### src/rtl/tsrf_pkg.sv
package tsrf_pkg;
  typedef enum logic [1:0] {
    TAG_VALID   = 2'b00,
    TAG_ZERO    = 2'b01,
    TAG_SPECIAL = 2'b10,
    TAG_EMPTY   = 2'b11
  } tag_e;

  typedef enum logic [2:0] {
    OP_NONE    = 3'd0,
    OP_PUSH    = 3'd1,
    OP_POP     = 3'd2,
    OP_RD_ST   = 3'd3,
    OP_WR_ST   = 3'd4,
    OP_FLAT_RD = 3'd5,
    OP_FLAT_WR = 3'd6,
    OP_EMPTY   = 3'd7
  } op_e;
endpackage

### src/rtl/tsrf_classify.sv
module tsrf_classify #(
  parameter int EXP_W = 15,
  parameter int MAN_W = 64
) (
  input  logic [EXP_W+MAN_W:0] value,
  output logic [1:0]           cls
);
  import tsrf_pkg::*;
  localparam int WIDTH = EXP_W + MAN_W + 1;

  logic [EXP_W-1:0] exp_f;
  logic [MAN_W-1:0] man_f;
  logic exp_zero, exp_ones, man_zero;

  assign exp_f    = value[WIDTH-2 -: EXP_W];
  assign man_f    = value[MAN_W-1:0];
  assign exp_zero = (exp_f == '0);
  assign exp_ones = (&exp_f);
  assign man_zero = (man_f == '0);

  always_comb begin
    if (exp_zero && man_zero)        cls = TAG_ZERO;
    else if (exp_ones || exp_zero)   cls = TAG_SPECIAL;
    else                             cls = TAG_VALID;
  end
endmodule

### src/rtl/tsrf_data_ram.sv
module tsrf_data_ram #(
  parameter int DEPTH = 8,
  parameter int WIDTH = 80
) (
  input  logic                     clk,
  input  logic                     we,
  input  logic [$clog2(DEPTH)-1:0] waddr,
  input  logic [WIDTH-1:0]         wdata,
  input  logic [$clog2(DEPTH)-1:0] raddr,
  output logic [WIDTH-1:0]         rdata
);
  logic [WIDTH-1:0] mem [DEPTH];

  always_ff @(posedge clk) begin
    if (we) mem[waddr] <= wdata;
    rdata <= mem[raddr];
  end
endmodule

### src/rtl/tsrf_tag_file.sv
module tsrf_tag_file #(
  parameter int DEPTH = 8
) (
  input  logic                     clk,
  input  logic                     rst,
  input  logic                     set_en,
  input  logic [$clog2(DEPTH)-1:0] set_idx,
  input  logic [1:0]               set_val,
  input  logic                     all_empty,
  input  logic                     all_valid,
  output logic [DEPTH-1:0][1:0]    tags_q
);
  import tsrf_pkg::*;

  for (genvar g = 0; g < DEPTH; g++) begin : g_tag
    always_ff @(posedge clk) begin
      if (rst || all_empty)                 tags_q[g] <= TAG_EMPTY;
      else if (all_valid)                   tags_q[g] <= TAG_VALID;
      else if (set_en && set_idx == g)      tags_q[g] <= set_val;
    end
  end

  // an empty-all command leaves every entry tagged empty
  p_all_empty_r9: assert property (@(posedge clk) disable iff (rst)
    all_empty |=> (&tags_q));
  // a flat write leaves every entry tagged valid
  p_all_valid_r7: assert property (@(posedge clk) disable iff (rst)
    (all_valid && !all_empty) |=> (tags_q == '0));
endmodule

### src/rtl/tagged_stack_rf.sv
module tagged_stack_rf #(
  parameter int DEPTH = 8,
  parameter int EXP_W = 15,
  parameter int MAN_W = 64
) (
  input  logic                       clk,
  input  logic                       rst,
  input  logic                       op_valid,
  input  logic [2:0]                 op_code,
  input  logic [$clog2(DEPTH)-1:0]   op_idx,
  input  logic [EXP_W+MAN_W:0]       op_wdata,
  output logic                       rd_valid,
  output logic [EXP_W+MAN_W:0]       rd_data,
  output logic [1:0]                 rd_tag,
  output logic [$clog2(DEPTH)-1:0]   tos,
  output logic                       ovf_flag,
  output logic                       unf_flag
);
  import tsrf_pkg::*;
  localparam int IDXW  = $clog2(DEPTH);
  localparam int WIDTH = EXP_W + MAN_W + 1;
  localparam int HIGHW = WIDTH - MAN_W;

  logic [IDXW-1:0]         tos_q, st_addr, push_addr, rd_addr, wr_addr;
  logic [DEPTH-1:0][1:0]   tags_q;
  logic [1:0]              new_cls, set_val;
  logic [WIDTH-1:0]        wr_data, ram_q;
  logic is_push, is_pop, is_rd_st, is_wr_st, is_flat_rd, is_flat_wr, is_empty;
  logic push_ok, pop_ok, is_read, wr_en, set_en, rd_empty, flat_q;

  assign is_push    = op_valid && op_code == OP_PUSH;
  assign is_pop     = op_valid && op_code == OP_POP;
  assign is_rd_st   = op_valid && op_code == OP_RD_ST;
  assign is_wr_st   = op_valid && op_code == OP_WR_ST;
  assign is_flat_rd = op_valid && op_code == OP_FLAT_RD;
  assign is_flat_wr = op_valid && op_code == OP_FLAT_WR;
  assign is_empty   = op_valid && op_code == OP_EMPTY;
  assign is_read    = is_pop || is_rd_st || is_flat_rd;

  assign st_addr   = tos_q + op_idx;
  assign push_addr = tos_q - IDXW'(1);
  assign push_ok   = is_push && tags_q[push_addr] == TAG_EMPTY;
  assign pop_ok    = is_pop && tags_q[tos_q] != TAG_EMPTY;

  always_comb begin
    if (is_pop)        rd_addr = tos_q;
    else if (is_rd_st) rd_addr = st_addr;
    else               rd_addr = op_idx;
  end
  assign rd_empty = tags_q[rd_addr] == TAG_EMPTY;

  always_comb begin
    if (push_ok)       wr_addr = push_addr;
    else if (is_wr_st) wr_addr = st_addr;
    else               wr_addr = op_idx;
  end
  assign wr_en   = push_ok || is_wr_st || is_flat_wr;
  assign wr_data = is_flat_wr ? {{HIGHW{1'b1}}, op_wdata[MAN_W-1:0]} : op_wdata;

  assign set_en  = push_ok || is_wr_st || pop_ok;
  assign set_val = pop_ok ? TAG_EMPTY : new_cls;

  tsrf_classify #(.EXP_W(EXP_W), .MAN_W(MAN_W)) u_cls (
    .value(op_wdata), .cls(new_cls));

  tsrf_data_ram #(.DEPTH(DEPTH), .WIDTH(WIDTH)) u_ram (
    .clk(clk), .we(wr_en), .waddr(wr_addr), .wdata(wr_data),
    .raddr(rd_addr), .rdata(ram_q));

  tsrf_tag_file #(.DEPTH(DEPTH)) u_tags (
    .clk(clk), .rst(rst), .set_en(set_en),
    .set_idx(pop_ok ? tos_q : wr_addr), .set_val(set_val),
    .all_empty(is_empty), .all_valid(is_flat_wr), .tags_q(tags_q));

  always_ff @(posedge clk) begin
    if (rst) begin
      tos_q    <= '0;
      ovf_flag <= 1'b0;
      unf_flag <= 1'b0;
      rd_valid <= 1'b0;
      rd_tag   <= TAG_EMPTY;
      flat_q   <= 1'b0;
    end else begin
      if (push_ok)         tos_q <= push_addr;
      else if (pop_ok)     tos_q <= tos_q + IDXW'(1);
      else if (is_flat_wr) tos_q <= '0;
      if (is_push && !push_ok)                ovf_flag <= 1'b1;
      if ((is_pop || is_rd_st) && rd_empty)   unf_flag <= 1'b1;
      rd_valid <= is_read;
      if (is_read) begin
        rd_tag <= tags_q[rd_addr];
        flat_q <= is_flat_rd;
      end
    end
  end

  assign tos     = tos_q;
  assign rd_data = flat_q ? {{HIGHW{1'b0}}, ram_q[MAN_W-1:0]} : ram_q;

  // overflow is sticky
  p_no_overflow_clear_r3: assert property (@(posedge clk) disable iff (rst)
    ovf_flag |=> ovf_flag);
  // a push onto an occupied entry leaves the pointer in place
  p_push_blocked_r3: assert property (@(posedge clk) disable iff (rst)
    (is_push && tags_q[push_addr] != TAG_EMPTY) |=> tos_q == $past(tos_q));
  // underflow is sticky
  p_unf_sticky_r4: assert property (@(posedge clk) disable iff (rst)
    unf_flag |=> unf_flag);
  // a successful pop leaves the old top entry empty
  p_pop_empties_r4: assert property (@(posedge clk) disable iff (rst)
    pop_ok |=> tags_q[$past(tos_q)] == TAG_EMPTY);
  // a flat write returns the pointer to zero
  p_flat_tos_r7: assert property (@(posedge clk) disable iff (rst)
    is_flat_wr |=> tos_q == '0);
  // read result valid exactly one cycle after a read command
  p_rd_pulse_r10: assert property (@(posedge clk) disable iff (rst)
    is_read |=> rd_valid);
  p_rd_quiet_r10: assert property (@(posedge clk) disable iff (rst)
    !is_read |=> !rd_valid);
endmodule

### config.mk
export PLATFORM = sky130hd
export DESIGN_NAME = tagged_stack_rf
export DESIGN_NICKNAME = d
export VERILOG_FILES = /design/src/rtl/tsrf_pkg.sv /design/src/rtl/tsrf_classify.sv /design/src/rtl/tsrf_data_ram.sv /design/src/rtl/tsrf_tag_file.sv /design/src/rtl/tagged_stack_rf.sv
export SDC_FILE = /design/constraint.sdc
export NUM_CORES = 1
export LEC_CHECK = 0
export BUFFER_PORTS_ARGS = -buffer_cell sky130_fd_sc_hd__buf_2
export CAP_MARGIN = 20
export CORE_MARGIN = 2
export CORE_UTILIZATION = 45
export DETAILED_ROUTE_END_ITERATION = 16
export SYNTH_ARGS = -nofsm -noshare
export SYNTH_HDL_FRONTEND = slang
export SYNTH_SLANG_ARGS = --single-unit
export TNS_END_PERCENT = 30
### constraint.sdc
create_clock -name clk -period 24.8 [get_ports clk]
set_clock_uncertainty 0.2 [all_clocks]
set_input_delay 2.48 -clock clk [delete_from_list [all_inputs] [get_ports clk]]
set_output_delay 2.48 -clock clk [all_outputs]
set_load 0.05 [all_outputs]
==> results of run 1 <==
-- worst min-delay path, stage by stage (launching register included) --
cell and delay (ns):
dfxtp_1 0.31, inv_1 0.05, a21oi_1 0.05
-- kinds of logic (layout without fill, tap and decap cells) --
logic type,count (synthesis),count (layout),synth area share
muxes,191,191,0.142
DFF,745,745,0.750
adders and majority gates,4,4,0.00203
AOI/OAI and AO/OA,67,67,0.0157
and+or+nand+nor,388,388,0.0601
other,0,2,0
buffers and inverters,142,350,0.0288
xor gates and xnor gates,4,4,0.00123
-- layer usage --
| metal | share of wire | GRT usage | wire [microns] | vias to the layer above |
|---|---|---|---|---|
| li1 | - | - | - | 6241 |
| met1 | 0.44 | 0.267 | 26800 | 7301 |
| met2 | 0.48 | 0.306 | 29200 | 375 |
| met3 | 0.061 | 0.0427 | 3720 | 86 |
| met4 | 0.017 | 0.0490 | 1050 | 18 |
| met5 | 0.0020 | 0 | 120 | - |
-- state kept, by name (all words and copies together), names as in the netlist --
name,flops
rd_tag,2
unf_flag,1
tos,3
ovf_flag,1
u_tags.tags_q,16
u_ram.rdata,80
u_ram.mem,640
rd_valid,1
flat_q,1
-- layout by cell type (no fill, tap or decap), drive strengths merged, types with 9 or more instances in the layout --
cell type  netlist  final
mux2i           20     20
clkbuf          38    114
nand2          270    270
nor4            19     19
a21oi           27     27
clkinv           0     24
nand3            9      9
o21ai           11     11
nor2b           16     16
dfxtp          105    105
nor2            20     20
mux4           167    167
edfxtp         640    640
inv              8     10
buf             96    201
nor3            11     11
nand4            9      9
nand2b          18     18
-- power by group through the flow --
stage | Clock, uW | Combinational [uW] | Sequential, uW
2_1_floorplan | 0 | 227 | 1450
3_3_place_gp | 0 | 291 | 1450
3_5_place_dp | 0 | 293 | 1460
4_1_cts | 1110 | 294 | 1430
5_1_grt | 1160 | 311 | 1430
6_report | 1080 | 289 | 1430
-- area by class of cell --
cell class                 instances  area (sq um)
fill                            5084         30500
sequential                       745         21300
multi-input combinational        654          6370
clock buffer                     114          2200
timing repair buffer             201          1080
tap                              846          1060
clock inverter                    27           186
inverter                           8          30.0
antenna                            2          5.00
-- worst max-delay path by stage --
stage                          start                          to  slack, ns
after floorplan           op_code[1]   u_ram.mem[6][0]$_DFFE_PP_      14.65
after global placement    op_code[0]  u_ram.mem[7][57]$_DFFE_PP_      18.13
after detailed placement  op_code[0]  u_ram.mem[7][54]$_DFFE_PP_      18.06
after CTS                 op_code[0]  u_ram.mem[7][54]$_DFFE_PP_      18.72
after global routing       op_idx[0]  u_ram.mem[7][54]$_DFFE_PP_      18.49
final                      op_idx[0]  u_ram.mem[7][54]$_DFFE_PP_      18.86
-- stage by stage --
| step | util | power, uW | worst slack, ns | area (sq um) |
|---|---|---|---|---|
| 2_1_floorplan | - | 1680 | 14.65 | 28400 |
| 4_1_cts | 0.514 | 2830 | 18.72 | 32200 |
| 5_1_grt | 0.514 | 2900 | 18.49 | 32200 |
| 3_3_place_gp | 0.476 | 1750 | 18.13 | 29800 |
| 3_5_place_dp | 0.476 | 1750 | 18.06 | 29800 |
| 6_report | 0.514 | 2800 | 18.86 | 32200 |
==> impl_metrics.ini, run 1 <==
[sta]
fin_crit_ns = 5.94
timing.hold.ws_ns = 0.252
finalCritPeriodShare = 0.240
maxSlewViolCount = 0
timing.fmax_ghz = 0.168
rsz0062_at_grt = no
finalHoldViolations = 0
tightest_slew_ns = 1.10
setup_violations = 0
max_slew_margin = 0.269
fin_setup_tns_ns = 0

[logic_synthesis]
synth_area_leaders = edfxtp_1 (68%), mux4_2 (13%), dfxtp_1 (7.4%)
yosysMostFrequentCell = edfxtp_1
yosys.area.top_type = edfxtp_1
synth-seq-cells = 745
synth_cell_types = 59
ys_top_cells_by_count = edfxtp_1 (640), nand2_1 (270), mux4_2 (165), dfxtp_1 (105), buf_4 (65)
ys_warn_count = 0
yosysSeqAreaShare = 0.750
synth_edf_count = 640
synthFlopType = edfxtp_1
async_flop_share = 0
synthesis.nets = 1634
synthCells = 1541
synth_top_area_frac = 0.676
postSynthAreaPerCell_sq_um = 18.4
netlist_area_sq_um = 28400

[cells_and_area]
final_cells = 2597
nNetsFinal = 1780
layout-drive-gt1-share = 0.281
area_growth_pct = 13.5

[min_path]
holdCritPathClass = flop to flop
holdCritStartpoint = unf_flag$_SDFFE_PP0P_
hold_depth = 2
hold_end = unf_flag$_SDFFE_PP0P_

[power]
total_leakage_power_uw = 0.0111
seq_power_share = 0.510
p_comb_frac = 0.103
ir_drop_v = 0.0000506
p_sw_uw = 672
internal_power_uw = 2130
pwr-share-clk = 0.387
switching_share = 0.240
p_per_area_nw_per_um2 = 86.9

[critical_path]
slowest_stage = buf_4
cp.buffers_inverters = 3
cp.arrival_ns = 5.97
crit_type = input pin to flop
cp-end-kind = flop
reg2reg_from = tos[0]$_SDFFE_PP0P_
cp_top_family = buffers and inverters
r2r_cells = 9
slowest_delay_ns = 0.89
critical_path.max_fanout = 59
path_depth = 11
worst_path_most_repeated_cell = nand2_1
rr_endpoint = u_ram.mem[7][54]$_DFFE_PP_
crit_required_ns = 24.82
cp-start-kind = input pin
crit_chain = buf_2 -> ha_1 -> inv_1 -> fa_1 -> xnor2_1 -> nand2_1 -> xor2_1 -> a21oi_1 -> nand2_1 -> nor2_4 -> buf_4
reg2reg_slack_ns = 19.64

[global_route]
antenna_found_initial = 12
grt_overflow = 0
grt_usage = 0.191
grt_pass1_vias = 14400
grt_pass1_wl_microns = 90800
grt_start_max_net_pins = 162

[cts]
clk_pin_slew_ns = 0.06
clock-sinks = 745
cts_buffers = 77
worstSkewPairLatency_ns = 0.61
ctsResizeCount = 0
cts_tree = yes
cts_max_path_buffers = 3
clock-root-buffer = clkbuf_16
cts_hold_buf = 0
postCtsSetupRepairBufs = 0
h-tree-depth = 3

[placement]
port_buffers = 176
gp_congestion = 0.801
dpl.hpwl_microns = 33600
dp_cells = 2453

[drt]
wirelength_microns = 60900
drt-pass1-iter-count = 5
ant_nets = 0
viasPerCell = 5.40
drt_iter0_drc = 1085
drc = 0
wl_per_cell_microns = 23.4
vias = 14000

[die]
num_rows = 92
floorplan.initialDensity = 0.453
dieArea_sq_um = 65200
die_h_microns = 255
die-width_microns = 255
ios = 177
coreArea_sq_um = 62700

[flow_run]
maxCapViolCount = 0

[status]
status = finished clean
Note: power is estimated with default switching activity, not from simulation.
==> inputs of run 2 (changes only) <==
==> constraint.sdc (replaced) <==
create_clock -name clk -period 5.36 [get_ports clk]
set_clock_uncertainty 0.2 [all_clocks]
set_input_delay 0.536 -clock clk [delete_from_list [all_inputs] [get_ports clk]]
set_output_delay 0.536 -clock clk [all_outputs]
set_load 0.05 [all_outputs]
==> run 2 against run 1 <==
Count of clock-buffer cells in the layout shrank 7. Global-route usage is essentially flat. Register-to-register slack lost 19 ns. Critical path depth shrank 2. Critical endpoint is now u_ram.mem[4][66]$_DFFE_PP_. Largest power group unchanged.
==> impl_metrics.ini, run 2 (synthesis results as in run 1) <==
[status]
status = finished clean

[die]
die_h_microns = 255
num_rows = 92
die-width_microns = 255
ios = 177
dieArea_sq_um = 65200
floorplan.initialDensity = 0.453
coreArea_sq_um = 62700

[sta]
setup_violations = 0
finalHoldViolations = 0
fin_crit_ns = 4.39
rsz0062_at_grt = no
maxSlewViolCount = 0
max_slew_margin = 0.295
setup_ws_ns = 0.975
tightest_slew_ns = 1.06
timing.fmax_ghz = 0.228
finalCritPeriodShare = 0.818

[critical_path]
crit_type = flop to flop
cp-end-kind = flop
reg2reg_from = tos[0]$_SDFFE_PP0P_
slowest_stage = nor3_4
crit_required_ns = 5.45
crit_chain = inv_1 -> ha_1 -> inv_2 -> mux4_2 -> or2_2 -> o21ai_0 -> a21oi_1 -> nor3_4 -> buf_12
slowest_delay_ns = 0.84
cp.arrival_ns = 4.48
critical_path.max_fanout = 22
reg2reg_slack_ns = 0.97
cp-start-kind = flop
rr_endpoint = u_ram.mem[4][66]$_DFFE_PP_
r2r_cells = 9

[cts]
clk_pin_slew_ns = 0.06
clock-root-buffer = clkbuf_16
clock-sinks = 745
worstSkewPairLatency_ns = 0.62
cts_hold_buf = 25
postCtsSetupRepairBufs = 0
cts_tree = yes
cts_buffers = 78
h-tree-depth = 3
ctsResizeCount = 0
cts_max_path_buffers = 3

[global_route]
grt_overflow = 0
antenna_found_initial = 5
grt_pass1_wl_microns = 91800
grt_usage = 0.191
grt_start_max_net_pins = 95
grt_pass1_vias = 14600

[cells_and_area]
mostFrequentLayoutCells = edfxtp_1 (640), nand2_1 (270), buf_2 (177), mux4_2 (165), dfxtp_1 (103)
top_register = u_ram.mem
largest_reg_flops = 640
top_regs = u_ram.mem: 640 flops, u_ram.rdata: 80 flops, u_tags.tags_q: 16 flops
final_common_cell = edfxtp_1
final_area_sq_um = 33100
layout-drive-gt1-share = 0.289
nNetsFinal = 1804
utilization = 0.527
final_cells = 2624
area_growth_pct = 16.4

[min_path]
holdCritStartpoint = op_wdata[17]
hold_end = u_ram.mem[4][17]$_DFFE_PP_
holdCritPathClass = input pin to flop
hold_depth = 1

[power]
switching_share = 0.235
p_per_area_nw_per_um2 = 413
p_comb_frac = 0.101
pwr-share-clk = 0.416
total_leakage_power_uw = 0.0115
p_sw_uw = 3220
seq_power_share = 0.483
internal_power_uw = 10500
ir_drop_v = 0.000365

[flow_run]
maxCapViolCount = 0

[drt]
wl_per_cell_microns = 23.1
wirelength_microns = 60700
drt_iter0_drc = 1131
viasPerCell = 5.45
drt-pass1-iter-count = 5
ant_nets = 0
drc = 0
vias = 14300

[placement]
dpl_cell_area_sq_um = 30100
port_buffers = 176
place_ws_ns = 0.986
dp_cells = 2451
dpl.hpwl_microns = 33300
gp_congestion = 0.856
==> run 2: cell count changes in the layout (fill, tap and decap cells not counted), sizes merged <==
cell         before  now
clkinv           24   22
clkinvlp          0    3
diode             2    1
clkbuf          114  107
dlygate4sd3       0   25
buf             201  199
bufinv            1   12
==> run 2: layer usage <==
layer	GRT usage	part of all wire
met1	0.270	0.44
met2	0.310	0.49
met3	0.0375	0.065
met4	0.0416	0.013
met5	0	0.00036
==> run 2: power by group through the flow <==
stage / clock, uW / sequential, uW / combinational, uW
after floorplan: 0 / 6710 / 1060
final: 5690 / 6610 / 1380
after global placement: 0 / 6730 / 1370
after CTS: 5820 / 6610 / 1400
after global routing: 6060 / 6630 / 1480
after detailed placement: 0 / 6730 / 1380
==> run 2: critical path, delay by kind of cell (launching register included) <==
kind / cells / cell delay (ns)
AOI/OAI and AO/OA: 2 / 0.57
and+or+nand+nor: 2 / 1.19
muxes: 1 / 0.55
DFF: 1 / 0.52
buffers and inverters: 3 / 0.61
adders and majority gates: 1 / 0.41
==> run 2: metrics by stage <==
stage | TNS [ns] | hold slack [ns] | power, uW
floorplan | -17.23 | 0.313 | 7760
global placement | 0 | 0.233 | 8100
detailed placement | 0 | 0.239 | 8120
CTS | 0 | 0.00156 | 13800
global route | 0 | 0.0170 | 14200
finish | 0 | 0.0302 | 13700
==> run 2: how the worst max path moves through the flow <==
| stage | start | to | slack [ns] |
|---|---|---|---|
| 6_report | tos[0]$_SDFFE_PP0P_ | u_ram.mem[4][66]$_DFFE_PP_ | 0.97 |
| 5_1_grt | tos[0]$_SDFFE_PP0P_ | u_ram.mem[4][66]$_DFFE_PP_ | 0.78 |
| 4_1_cts | tos[0]$_SDFFE_PP0P_ | u_ram.mem[4][66]$_DFFE_PP_ | 0.93 |
| 3_5_place_dp | tos[0]$_SDFFE_PP0P_ | u_ram.mem[4][60]$_DFFE_PP_ | 0.99 |
| 3_3_place_gp | tos[0]$_SDFFE_PP0P_ | u_ram.mem[4][67]$_DFFE_PP_ | 1.03 |
| 2_1_floorplan | tos[0]$_SDFFE_PP0P_ | u_ram.mem[5][0]$_DFFE_PP_ | -0.11 |
==> run 2: final cells by class <==
class,count,area (sq um)
diodes,1,2.50
multi-input cells,654,6390
inverters,8,30.0
well taps,846,1060
fillers,4982,29600
repair buffers,224,1510
clock buffers,107,2200
clock inverters,39,561
flip-flops and latches,745,21300
==> inputs of run 3 (changes only) <==
==> constraint.sdc (replaced) <==
create_clock -name clk -period 4.5 [get_ports clk]
set_clock_uncertainty 0.2 [all_clocks]
set_input_delay 0.45 -clock clk [delete_from_list [all_inputs] [get_ports clk]]
set_output_delay 0.45 -clock clk [all_outputs]
set_load 0.05 [all_outputs]
==> run 3 against run 2 <==
Register-to-register slack lost 0.23 ns. Setup slack lost 0.23 ns. Clock power grew 6.7%. Via count grew 0.63%. Wire length grew 0.83%. Combinational power grew 22%. Count of clock-buffer cells in the layout shrank 2. Core utilization grew 0.35 points. First-iteration DRC count grew 1.6%. Critical path type unchanged.
==> impl_metrics.ini, run 3 (synthesis results as in run 1) <==
[status]
status = finished clean

[placement]
dpl.hpwl_microns = 34400
port_buffers = 176
gp_congestion = 0.819

[critical_path]
crit_type = flop to flop
r2r_cells = 9
cp-start-kind = flop
reg2reg_slack_ns = 0.74
reg2reg_from = tos[0]$_SDFFE_PP0P_
cp.arrival_ns = 3.79
cp-end-kind = flop
rr_endpoint = u_ram.mem[5][60]$_DFFE_PP_
critical_path.max_fanout = 80
crit_required_ns = 4.54

[power]
pwr-share-clk = 0.388
p_sw_uw = 3830
total_leakage_power_uw = 0.0116
p_per_area_nw_per_um2 = 470
ir_drop_v = 0.000350
finalPower_uw = 15600
internal_power_uw = 11800
seq_power_share = 0.504
switching_share = 0.245
p_comb_frac = 0.108

[drt]
ant_nets = 0
vias = 14400
wirelength_microns = 61200
viasPerCell = 5.39
drc = 0
wl_per_cell_microns = 22.9
drt-pass1-iter-count = 5
drt_iter0_drc = 1149

[die]
ios = 177
coreArea_sq_um = 62700
die_h_microns = 255
floorplan.initialDensity = 0.453
dieArea_sq_um = 65200
die-width_microns = 255
num_rows = 92

[cells_and_area]
nNetsFinal = 1853
largest_reg_flops = 640
top_regs = u_ram.mem: 640 flops, u_ram.rdata: 80 flops, u_tags.tags_q: 16 flops
layout-drive-gt1-share = 0.281
final_common_cell = edfxtp_1
area_growth_pct = 17.2
mostFrequentLayoutCells = edfxtp_1 (640), nand2_1 (270), buf_2 (176), mux4_2 (165), dfxtp_1 (103)
top_register = u_ram.mem

[global_route]
antenna_found_initial = 1
grt_usage = 0.192
grt_start_max_net_pins = 161
grt_overflow = 0
grt_pass1_wl_microns = 92100
grt_pass1_vias = 14700

[sta]
finalHoldViolations = 0
rsz0062_at_grt = no
finalCritPeriodShare = 0.835
timing.hold.ws_ns = 0.0593
max_slew_margin = 0.276
tightest_slew_ns = 1.09
fin_crit_ns = 3.76
timing.fmax_ghz = 0.266
maxSlewViolCount = 0
setup_violations = 0

[min_path]
hold_depth = 4
holdCritStartpoint = op_valid
holdCritPathClass = input pin to flop
hold_end = flat_q$_SDFFE_PP0P_

[cts]
clk_pin_slew_ns = 0.06
cts_buffers = 77
clock-root-buffer = clkbuf_16
postCtsSetupRepairBufs = 0
cts_max_path_buffers = 3
worstSkewPairLatency_ns = 0.62
clock-sinks = 745
cts_hold_buf = 66
h-tree-depth = 3
ctsResizeCount = 0
cts_tree = yes

[flow_run]
maxCapViolCount = 0
## run 3: cell count changes in the layout (fill, tap and decap cells not counted), sizes merged
cell         previous run  this run
bufinv                 12         3
buf                   199       208
dlygate4sd3            25        66
clkbuf                107       105
inv                    10        12
clkinv                 22        28
## run 3: power by group through the flow
stage	clock, uW	sequential, uW	combinational (uW)
after floorplan	0	7990	1270
after global placement	0	8020	1660
after detailed placement	0	8030	1670
after CTS	6210	7880	1720
after global routing	6480	7900	1820
final	6070	7880	1690
## run 3: layout make-up
cell class | count | area, sq um
clock inverters | 38 | 332
fillers | 4978 | 29400
clock buffers | 105 | 2080
flip-flops and latches | 745 | 21300
well taps | 846 | 1060
multi-input cells | 654 | 6420
repair buffers | 274 | 2040
inverters | 8 | 37.5
diodes | 1 | 2.50
## run 3: stage by stage
| stage | cells | cell area [sq um] | utilization | setup WS, ns | setup TNS, ns |
|---|---|---|---|---|---|
| after floorplan | 1541 | 28500 | - | -0.332 | -89.71 |
| after global placement | 2461 | 30200 | 0.482 | 0.717 | 0 |
| after detailed placement | 2461 | 30200 | 0.482 | 0.722 | 0 |
| after CTS | 2670 | 33300 | 0.531 | 0.757 | 0 |
| after global routing | 2670 | 33300 | 0.531 | 0.612 | 0 |
| final | 2671 | 33300 | 0.531 | 0.744 | 0 |
## run 3: routing by layer
layer / vias to the layer above / part of all wire / track usage
met5: - / 0.00021 / 0
met4: 2 / 0.013 / 0.0490
met3: 59 / 0.058 / 0.0313
met2: 446 / 0.48 / 0.305
met1: 7483 / 0.45 / 0.278
li1: 6403 / - / -
## run 3: worst max-delay path by stage
stage,start,to,cells after the start
after floorplan,tos[0]$_SDFFE_PP0P_,u_ram.mem[2][0]$_DFFE_PP_,9
after global placement,op_idx[0],u_ram.mem[7][24]$_DFFE_PP_,11
after detailed placement,op_idx[0],u_ram.mem[5][20]$_DFFE_PP_,11
after CTS,tos[0]$_SDFFE_PP0P_,u_ram.mem[7][55]$_DFFE_PP_,9
after global routing,tos[0]$_SDFFE_PP0P_,u_ram.mem[7][58]$_DFFE_PP_,10
final,tos[0]$_SDFFE_PP0P_,u_ram.mem[5][60]$_DFFE_PP_,9
## run 3: worst max-delay path, stage by stage (launching register included)
cell     delay, ns
dfxtp_4       0.49
inv_6         0.07
ha_4          0.25
inv_4         0.09
mux4_2        0.53
or2_2         0.36
a21oi_1       0.44
nand2_1       0.26
nor2_4        0.16
buf_12        0.42
